### src/rtl/serial_shifter_pkg.sv
package serial_shifter_pkg;
  typedef struct packed {
    logic clear;
    logic loadFrame;
    logic shift;
  } shiftStrobes_t;
endpackage

### src/rtl/shifter_ctrl.sv
module shifter_ctrl
  import serial_shifter_pkg::*;
#(
  parameter int FRAME_W = 16
) (
  input  logic          clk,
  input  logic          rstN,
  input  logic          sclkIn,
  input  logic          convStartN,
  output shiftStrobes_t strobes,
  output logic          oe
);
  localparam int CNT_W = $clog2(FRAME_W);
  localparam logic [CNT_W-1:0] LAST = CNT_W'(FRAME_W - 1);

  logic             sclkD, convD;
  logic [CNT_W-1:0] bitCnt;
  logic             sclkRise, sclkFall, convFall, clearHit;

  always_ff @(posedge clk or negedge rstN) begin
    if (!rstN) begin
      sclkD <= 1'b0;
      convD <= 1'b1;
    end else begin
      sclkD <= sclkIn;
      convD <= convStartN;
    end
  end

  always_comb begin
    sclkRise = sclkIn & ~sclkD;
    sclkFall = ~sclkIn & sclkD;
    convFall = ~convStartN & convD;
    clearHit = convFall & ~sclkIn;
    strobes.clear     = clearHit;
    strobes.loadFrame = sclkRise & (bitCnt == '0) & ~clearHit;
    strobes.shift     = sclkFall & ~clearHit;
  end

  always_ff @(posedge clk or negedge rstN) begin
    if (!rstN) begin
      bitCnt <= '0;
      oe     <= 1'b0;
    end else if (strobes.clear) begin
      bitCnt <= '0;
      oe     <= 1'b0;
    end else if (strobes.loadFrame) begin
      oe <= 1'b1;
    end else if (strobes.shift) begin
      if (bitCnt == LAST) begin
        bitCnt <= '0;
        oe     <= 1'b0;
      end else begin
        bitCnt <= bitCnt + 1'b1;
      end
    end
  end
endmodule

### src/rtl/shifter_datapath.sv
module shifter_datapath
  import serial_shifter_pkg::*;
#(
  parameter int DATA_W = 12,
  parameter int LEAD_W = 4
) (
  input  logic              clk,
  input  logic              rstN,
  input  logic [DATA_W-1:0] resultIn,
  input  logic              resultLoad,
  input  shiftStrobes_t     strobes,
  output logic              bitNow
);
  localparam int FRAME_W = DATA_W + LEAD_W;

  logic [DATA_W-1:0]  outReg;
  logic [FRAME_W-1:0] shiftReg;

  always_ff @(posedge clk or negedge rstN) begin
    if (!rstN) outReg <= '0;
    else if (resultLoad) outReg <= resultIn;
  end

  always_ff @(posedge clk or negedge rstN) begin
    if (!rstN) shiftReg <= '0;
    else if (strobes.clear) shiftReg <= '0;
    else if (strobes.loadFrame) shiftReg <= {{LEAD_W{1'b0}}, outReg};
    else if (strobes.shift) shiftReg <= {shiftReg[FRAME_W-2:0], 1'b0};
  end

  assign bitNow = shiftReg[FRAME_W-1];
endmodule

### src/rtl/result_serializer.sv
module result_serializer
  import serial_shifter_pkg::*;
#(
  parameter int DATA_W = 12,
  parameter int LEAD_W = 4
) (
  input  logic              clk,
  input  logic              rstN,
  input  logic              sclkIn,
  input  logic              convStartN,
  input  logic [DATA_W-1:0] resultIn,
  input  logic              resultLoad,
  output logic              sdataOut,
  output logic              sdataOe
);
  localparam int FRAME_W = DATA_W + LEAD_W;

  shiftStrobes_t strobes;
  logic          oe, bitNow;

  shifter_ctrl #(.FRAME_W(FRAME_W)) u_ctrl (
    .clk(clk), .rstN(rstN), .sclkIn(sclkIn), .convStartN(convStartN),
    .strobes(strobes), .oe(oe)
  );

  shifter_datapath #(.DATA_W(DATA_W), .LEAD_W(LEAD_W)) u_dp (
    .clk(clk), .rstN(rstN), .resultIn(resultIn), .resultLoad(resultLoad),
    .strobes(strobes), .bitNow(bitNow)
  );

  assign sdataOe  = oe;
  assign sdataOut = oe & bitNow;
endmodule

### config.mk
export PLATFORM = sky130hd
export DESIGN_NAME = result_serializer
export DESIGN_NICKNAME = d
export VERILOG_FILES = /design/src/rtl/serial_shifter_pkg.sv /design/src/rtl/shifter_ctrl.sv /design/src/rtl/shifter_datapath.sv /design/src/rtl/result_serializer.sv
export SDC_FILE = /design/constraint.sdc
export NUM_CORES = 1
export LEC_CHECK = 0
export ABC_AREA = 1
export BUFFER_PORTS_ARGS = -buffer_cell sky130_fd_sc_hd__buf_4
export CORE_UTILIZATION = 30
export CTS_CLUSTER_DIAMETER = 100
export CTS_CLUSTER_SIZE = 20
export DETAILED_ROUTE_END_ITERATION = 8
export SETUP_SLACK_MARGIN = 0.05
export SLEW_MARGIN = 15
export SYNTH_ARGS = -nofsm -noshare
export SYNTH_HDL_FRONTEND = slang
export SYNTH_SLANG_ARGS = --single-unit
### constraint.sdc
create_clock -name clk -period 3.15 [get_ports clk]
set_input_delay 0.1575 -clock clk [delete_from_list [all_inputs] [get_ports clk]]
set_output_delay 0.1575 -clock clk [all_outputs]
set_load 0.01 [all_outputs]
# Word-level counts from Yosys, hierarchy flattened
# Index checks and enable logic that the tools add are counted.
[op_classes]
n_reduce_logical = 6
bitwise_logic = 12
n_addsub = 1
n_mux = 11
eq_ne = 2
[op_table]
columns = ["op", "count"]
rows = [
  ["$mux 16", 3],
  ["$mux 4", 4],
  ["$and 1x1->1", 8],
  ["$reduce_bool 3->1", 2],
  ["$add 4x1->4 const B", 1],
  ["$eq 4x4->1 const B", 1],
  ["$logic_not 4->1", 1],
  ["$mux 1", 4],
  ["$not 1->1", 4],
  ["$reduce_and 2->1", 2],
  ["$ne 2x1->1 const B", 1],
  ["$reduce_bool 2->1", 1],
]
[totals]
ff_bits = 35
inputBits = 17

# Longest topological paths before layout
# Gate-level depths: netlist of the first run.
[logic_depth]
word_depth = 8
ltp_mapped = 11
mapped_depth_nobuf = 9

# Modules after synthesis
# A second synthesis of the first run with hierarchy kept.
[hier_totals]
cells_unflattened = 208
hier_area_um2 = 1686.6
[by_module_without_submodules]
columns = ["mod", "area_each_um2", "cells_each", "n_inst"]
rows = [
  ["shifter_datapath", 1290.0, 157, 1],
  ["shifter_ctrl", 389.1, 49, 1],
  ["result_serializer", 7.5, 2, 1],
]

# Least setup slack after synthesis of the first run
# Ideal clock, no wire load.
[synth_path]
path_kind = "register to register"
startpoint = "reg u_ctrl.bitCnt[0]"
endpoint = "reg u_dp.shiftReg[10]"
setup_time_ns = 0.116
arrival_time_ns = 1.274
path_buffers = 2
t_required_ns = 3.034
setup_slack_ns = 1.760
path_stages_with_launch = 12
synth_period_minus_slack_ns = 1.390
cell_sequence = "dfrtp_1 > inv_1 > ha_1 > nand2_1 > nor2_2 > nand2_1 > buf_4 > buf_6 > nand2_1 > nand2_1 > nand2_1 > nand2_1"
[synth_between]
elab_chain_cells = 5
elab_cells_between_ends = 6
[synth_lines]
columns = ["item", "line_no", "rtl"]
rows = [
  ["from (decl)", "shifter_ctrl.sv:17", "logic [CNT_W-1:0] bitCnt;"],
  ["from (signal assigned)", "shifter_ctrl.sv:54", "bitCnt <= bitCnt + 1'b1;"],
  ["$logic_not 4->1 *", "shifter_ctrl.sv:36", "strobes.loadFrame = sclkRise & (bitCnt == '0) & ~clearHit;"],
  ["$and 1x1->1 * (2 in a row)", "shifter_ctrl.sv:36", ""],
  ["$mux 16", "shifter_datapath.sv:27", "else if (strobes.loadFrame) shiftReg <= {{LEAD_W{1'b0}}, outReg};"],
  ["$mux 16", "shifter_datapath.sv:26", "else if (strobes.clear) shiftReg <= '0;"],
  ["to (signal assigned)", "shifter_datapath.sv:27", ""],
  ["to (signal assigned)", "shifter_datapath.sv:28", "else if (strobes.shift) shiftReg <= {shiftReg[FRAME_W-2:0], 1'b0};"],
  ["to (decl)", "shifter_datapath.sv:17", "logic [FRAME_W-1:0] shiftReg;"],
]
# Every way passes the cells marked *; elsewhere a longest branch is shown, timed or not.
# A chain may end at the register's enable or synchronous reset.

# Worst setup path after layout of the first run
[layout_path]
startpoint = "reg u_ctrl.bitCnt[0]"
endpoint = "reg u_dp.shiftReg[1]"
# Same word-level chain as after synthesis.

==> results of run 1 <==
-- worst max path at each step --
stage                                 from                end  slack (ps)  depth (start not counted)
after global placement    u_ctrl.bitCnt[0]   u_dp.shiftReg[1]         960                          9
final                     u_ctrl.bitCnt[0]   u_dp.shiftReg[1]         840                          9
after global routing      u_ctrl.bitCnt[0]   u_dp.shiftReg[8]         560                          9
after CTS                 u_ctrl.bitCnt[0]   u_dp.shiftReg[1]         810                          9
after detailed placement  u_ctrl.bitCnt[0]   u_dp.shiftReg[3]         840                          9
after floorplan           u_ctrl.bitCnt[0]  u_dp.shiftReg[10]        1760                         11
-- report_power, final --
part	total, W	switching, W	internal (W)
combinational	0.000201	0.000115	0.0000856
sequential	0.000557	0.0000415	0.000516
clock	0.000301	0.000144	0.000157
total	0.00106	0.000301	0.000758
-- routing by layer --
layer | vias to the layer above | share of wire
li1 | 612 | -
met2 | 35 | 0.46
met5 | - | 0
met3 | 4 | 0.051
met4 | 0 | 0.018
met1 | 588 | 0.47
-- final cells by class --
type	count	area, µm²
Tap cell	70	87.6
Fill cell	544	3230
Inverter	14	52.6
Multi-Input combinational cell	121	613
Sequential cell	35	877
Timing Repair Buffer	22	170
Clock buffer	8	80.1
-- kinds of logic after synthesis --
logic type / count (synthesis) / share of synthesized area
compound gates: 9 / 0.0289
buf+inv: 22 / 0.0688
mux: 11 / 0.0774
fa+ha+maj: 2 / 0.0156
xor+xnor: 1 / 0.00547
simple gates: 98 / 0.256
flops: 35 / 0.548
-- stage by stage --
step,util,hold WS [ps],power (W)
2_1_floorplan,-,-138,0.000702
3_3_place_gp,0.349,138,0.000761
3_5_place_dp,0.349,137,0.000767
4_1_cts,0.368,9.22,0.00107
5_1_grt,0.368,2.95,0.00113
6_report,0.368,15.5,0.00106
-- synth_stat cells (all sizes together) --
master	count	area (µm²)
mux2	11	124
dfrtp	34	851
ha	2	25.0
nor2	5	21.3
o21ai	7	35.0
nand2	62	233
dfstp	1	26.3
nor3	1	5.00
nand3	30	150
o22ai	1	6.26
inv	14	52.6
xor2	1	8.76
buf	8	57.6
a21oi	1	5.00
-- sequential cells by signal, indices dropped and copies added, names as in the netlist --
register	flops
u_ctrl.sclkD	1
u_ctrl.oe	1
u_dp.outReg	12
u_dp.shiftReg	16
u_ctrl.convD	1
u_ctrl.bitCnt	4
-- worst max-delay path, cell delays in order, from the launching register on --
cell and delay, ps:
dfrtp_1 400, inv_1 100, ha_1 140, nand2_1 60
nor2_2 330, nand2_1 90, buf_4 240, a21oi_1 660
nand2_1 120, nand2_1 90
-- cell usage in the layout (no fill, tap or decap), drive strengths merged --
cell type,netlist,routed
o21ai,7,7
nor3,1,1
ha,2,2
inv,14,14
o22ai,1,1
nand3,30,30
nand2,62,62
dlygate4sd3,0,2
xor2,1,1
a21oi,1,1
mux2,11,11
dfrtp,34,34
dfstp,1,1
nor2,5,5
clkbuf,0,8
buf,8,20
-- what timing repair did --
action,in CTS,in global routing
hold buffers,2,0
endpoints found under the hold margin,35,0
setup endpoints to repair,0,0
==> out/results.ini, run 1 <==
[cells_and_area]
final_cell_area_um2 = 1880
synthToLayoutAreaGrowth_pct = 17.5
layout-drive-gt1-share = 0.195
antenna_cells = 0
nNetsFinal = 218
finalNonFillerCells = 270

[floorplan]
initial_utilization = 0.313
core_area_um2 = 5110
die_w_um = 75.0
ios = 19
fp-row-count = 26
chipHeight_um = 75.0
die_area_um2 = 5630

[global_routing]
grtUsageMet2 = 0.198
grt_overflow = 0
grt.busiest_layer = met2
antenna_found_initial = 0
grt_max_degree = 36
grt_pass1_vias = 1176
grt_use_met3 = 0.0254
grt_pass1_wl_um = 5430
gr-usage-met1 = 0.176
grt_use_total = 0.130

[clock_network]
clk_path_buf_depth = 2
cts_num_sinks = 35
cts_setup_buffers = 0
clkSlewWorstSetupHoldPaths_ps = 70
cts_tree = done
insertion_delay_ps = 280
numCtsBuffers = 5
cts_resized = 0
cts_root_buf = clkbuf_8
cts.htree.levels = 2

[power]
p_leak_nw = 0.977
ir_worst_vdd_mv = 0.321
power_density_nw_per_um2 = 563

[synthesis]
synth-seq-area-share = 0.548
ys_ff_latch = 35
synthCells = 178
ys.warnings.count = 0
syn_avg_cell_area_um2 = 8.99
netlist_area_um2 = 1600
yosysUniqueCellTypes = 18
syn-num-nets = 197

[min_path]
whs_path_depth = 1
hold_start = sclkIn
hold_class = primary input to flip-flop
min_to = u_ctrl.sclkD

[sta]
slew_violations = 0
finalHoldViolations = 0
setup_viol = 0
clock_skew_ps = 7.49
min_period_ps = 2310
rsz0062_at_grt = false
tns_ps = 0
fmax_mhz = 433
worst_pin_slew_ps = 818
period_share = 0.733
setup_ws_ps = 842
max-slew-margin-rel = 0.455

[placed_design]
buffer_ports.inserted = 18
gp_congestion = 0.767
post-place-ws_ps = 835
placed_area_um2 = 1780
dp_cells = 260
detailed_place_hpwl_um = 2120

[detailed_routing]
first_iter_violations = 67
via_per_inst = 4.59
first_pass_iters = 4
ant_nets = 0
num_vias = 1239
wl_per_cell_um = 11.1
wl_um = 2990
drc_errors = 0

[setup_path]
startpoint_type = flip-flop
cp-end-kind = flip-flop
timing.rr.end = u_dp.shiftReg[1]
r2r-start = u_ctrl.bitCnt[0]
ff2ff_path_depth = 9
rrSetupSlack_ps = 840
worstPathArrival_ps = 2520
cp.required_ps = 3360
critPathMaxFanout = 29
critPathKind = flip-flop to flip-flop

[outcome]
outcome = completed

[job]
cap_violations = 0

Note: power is estimated with default switching activity, not from simulation.
==> run 2: changes to the inputs <==
==> constraint.sdc (replaced) <==
create_clock -name clk -period 1.95 [get_ports clk]
set_input_delay 0.0975 -clock clk [delete_from_list [all_inputs] [get_ports clk]]
set_output_delay 0.0975 -clock clk [all_outputs]
set_load 0.01 [all_outputs]
==> run 2 against run 1 <==
Against the previous run:
- sequential power increased by 61%
- hold slack improved by 4.2 ps
- total power increased by 64%
- critical path depth increased by 1
- cell count increased by 1.1%
- maximum frequency increased by 60%
- via count decreased by 1.5%
- global-route usage increased by 0.25 points
- clock-buffer cell count decreased by 1
- non-clock buffer count increased by 3
==> out/results.ini, run 2 (synthesis results as in run 1) <==
[cells_and_area]
final_common_cell = nand2_1
reg.largest.list = u_dp.shiftReg x16, u_dp.outReg x12, u_ctrl.bitCnt x4
largest_reg_flops = 16
final_cell_area_um2 = 1910
synthToLayoutAreaGrowth_pct = 19.2
regArea_um2 = 877
top_register = u_dp.shiftReg
multiInputGateArea_um2 = 613
layout_common_cells = nand2_1, dfrtp_1, nand3_1, buf_4, inv_1
antenna_cells = 0
fillers = 542
finalNonFillerCells = 273
nNetsFinal = 221
layout-drive-gt1-share = 0.207

[min_path]
hold_class = primary input to flip-flop
hold_start = resultIn[0]

[sta]
rsz0062_at_grt = false
slew_violations = 0
tns_ps = 0
period_share = 0.739
min_period_ps = 1440
finalHoldViolations = 0
worst_pin_slew_ps = 438
setup_viol = 0
clock_skew_ps = 7.90
max-slew-margin-rel = 0.708
fmax_mhz = 694

[floorplan]
die_w_um = 75.0
chipHeight_um = 75.0
core_area_um2 = 5110
ios = 19
fp-row-count = 26
initial_utilization = 0.313
die_area_um2 = 5630

[clock_network]
numCtsBuffers = 5
cts_tree = done
cts_root_buf = clkbuf_8
insertion_delay_ps = 290
clk_path_buf_depth = 2
cts_num_sinks = 35
cts.htree.levels = 2
cts_resized = 0
clkSlewWorstSetupHoldPaths_ps = 70

[setup_path]
critPathMaxFanout = 28
critPathKind = flip-flop to flip-flop
worstPathArrival_ps = 1630
cp.required_ps = 2140
cp-end-kind = flip-flop
cp_slowest_cell = dfrtp_1
worstSetupStartpoint = u_ctrl.bitCnt[0]
slowest_delay_ps = 390
critPathBufInv = 2
cp_common_cell = nand2_1
path_cells = inv_1, ha_1, nand2_1, nor2_2, nand2_1, buf_4, nand2_1, nand2_1, nand2_1, nand2_1
r2r-start = u_ctrl.bitCnt[0]
startpoint_type = flip-flop
crit_family = simple AND/OR/NAND/NOR gates

[global_routing]
grt_overflow = 0
grt_pass1_wl_um = 5440
grt_pass1_vias = 1184
antenna_found_initial = 0
grt_use_total = 0.133
grt_max_degree = 36

[power]
power_density_nw_per_um2 = 909
switching_share = 0.291
p_sw_w = 0.000505
p_clk_frac = 0.289
p_seq_frac = 0.518
p_comb_frac = 0.194
p_int_w = 0.00123
p_leak_nw = 0.995
ir_worst_vdd_mv = 0.505

[detailed_routing]
ant_nets = 0
drc_errors = 0
num_vias = 1221
first_pass_iters = 4
via_per_inst = 4.47
wl_per_cell_um = 10.8
first_iter_violations = 41
wl_um = 2960

[placed_design]
placed_area_um2 = 1800
detailed_place_hpwl_um = 2010
gp_congestion = 0.835
buffer_ports.inserted = 18
dp_cells = 262

[outcome]
outcome = completed

[job]
cap_violations = 0

-- run 2: cell types whose count changed in the layout (fill, tap and decap cells not counted), sizes merged --
cell,previous run,this run
dlygate4sd3,2,3
buf,20,22
clkbuf,8,7
clkinv,0,1
-- run 2: power groups by stage --
stage	clock network [W]	registers (W)	logic (W)
3_3_place_gp	0	0.000907	0.000329
5_1_grt	0.000548	0.000914	0.000393
4_1_cts	0.000516	0.000898	0.000342
3_5_place_dp	0	0.000911	0.000337
6_report	0.000500	0.000897	0.000336
2_1_floorplan	0	0.000896	0.000238
-- run 2: final timing paths --
path | end | slack [ps] | cells after the start
hold / removal | u_dp.outReg[0] | 20 | 3
hold reg to reg | u_dp.shiftReg[13] | 480 | 2
setup / recovery | u_dp.shiftReg[1] | 510 | 10
min in group asynchronous | u_ctrl.sclkD | 290 | 2
max in group asynchronous | u_ctrl.convD | 1320 | 2
setup reg to reg | u_dp.shiftReg[1] | 510 | 10
-- run 2: cell type report --
cell class | count | share of cell area
clock buffers | 7 | 0.0400
clock inverters | 1 | 0.00262
inverters | 14 | 0.0276
multi-input cells | 121 | 0.322
flip-flops and latches | 35 | 0.460
well taps | 70 | 0.0459
repair buffers | 25 | 0.102
-- run 2: timing repair --
| item | in CTS | in global routing |
|---|---|---|
| setup buffers | 0 | 0 |
| hold endpoints to repair | 36 | 0 |
| hold buffers | 3 | 0 |
-- run 2: metal layers --
metal / global-route usage / vias up / share of wire
met1: 0.176 / 573 / 0.50
li1: - / 619 / -
met2: 0.201 / 24 / 0.44
met3: 0.0254 / 5 / 0.033
met4: 0.0818 / 0 / 0.027
met5: 0 / - / 0
-- run 2: per-stage QoR --
step                setup slack [ps]  power, W   util  hold slack, ps
floorplan                        560   0.00113      -            -198
global placement                 547   0.00124  0.352            79.0
detailed placement               507   0.00125  0.352            76.9
CTS                              503   0.00176  0.373            13.2
global route                     312   0.00185  0.373            35.7
finish                           508   0.00173  0.373            19.7
-- run 2: tightest hold or removal path, cell delays in order --
cell and delay (ps):
buf_4 80, nand2_1 40, o21ai_0 60
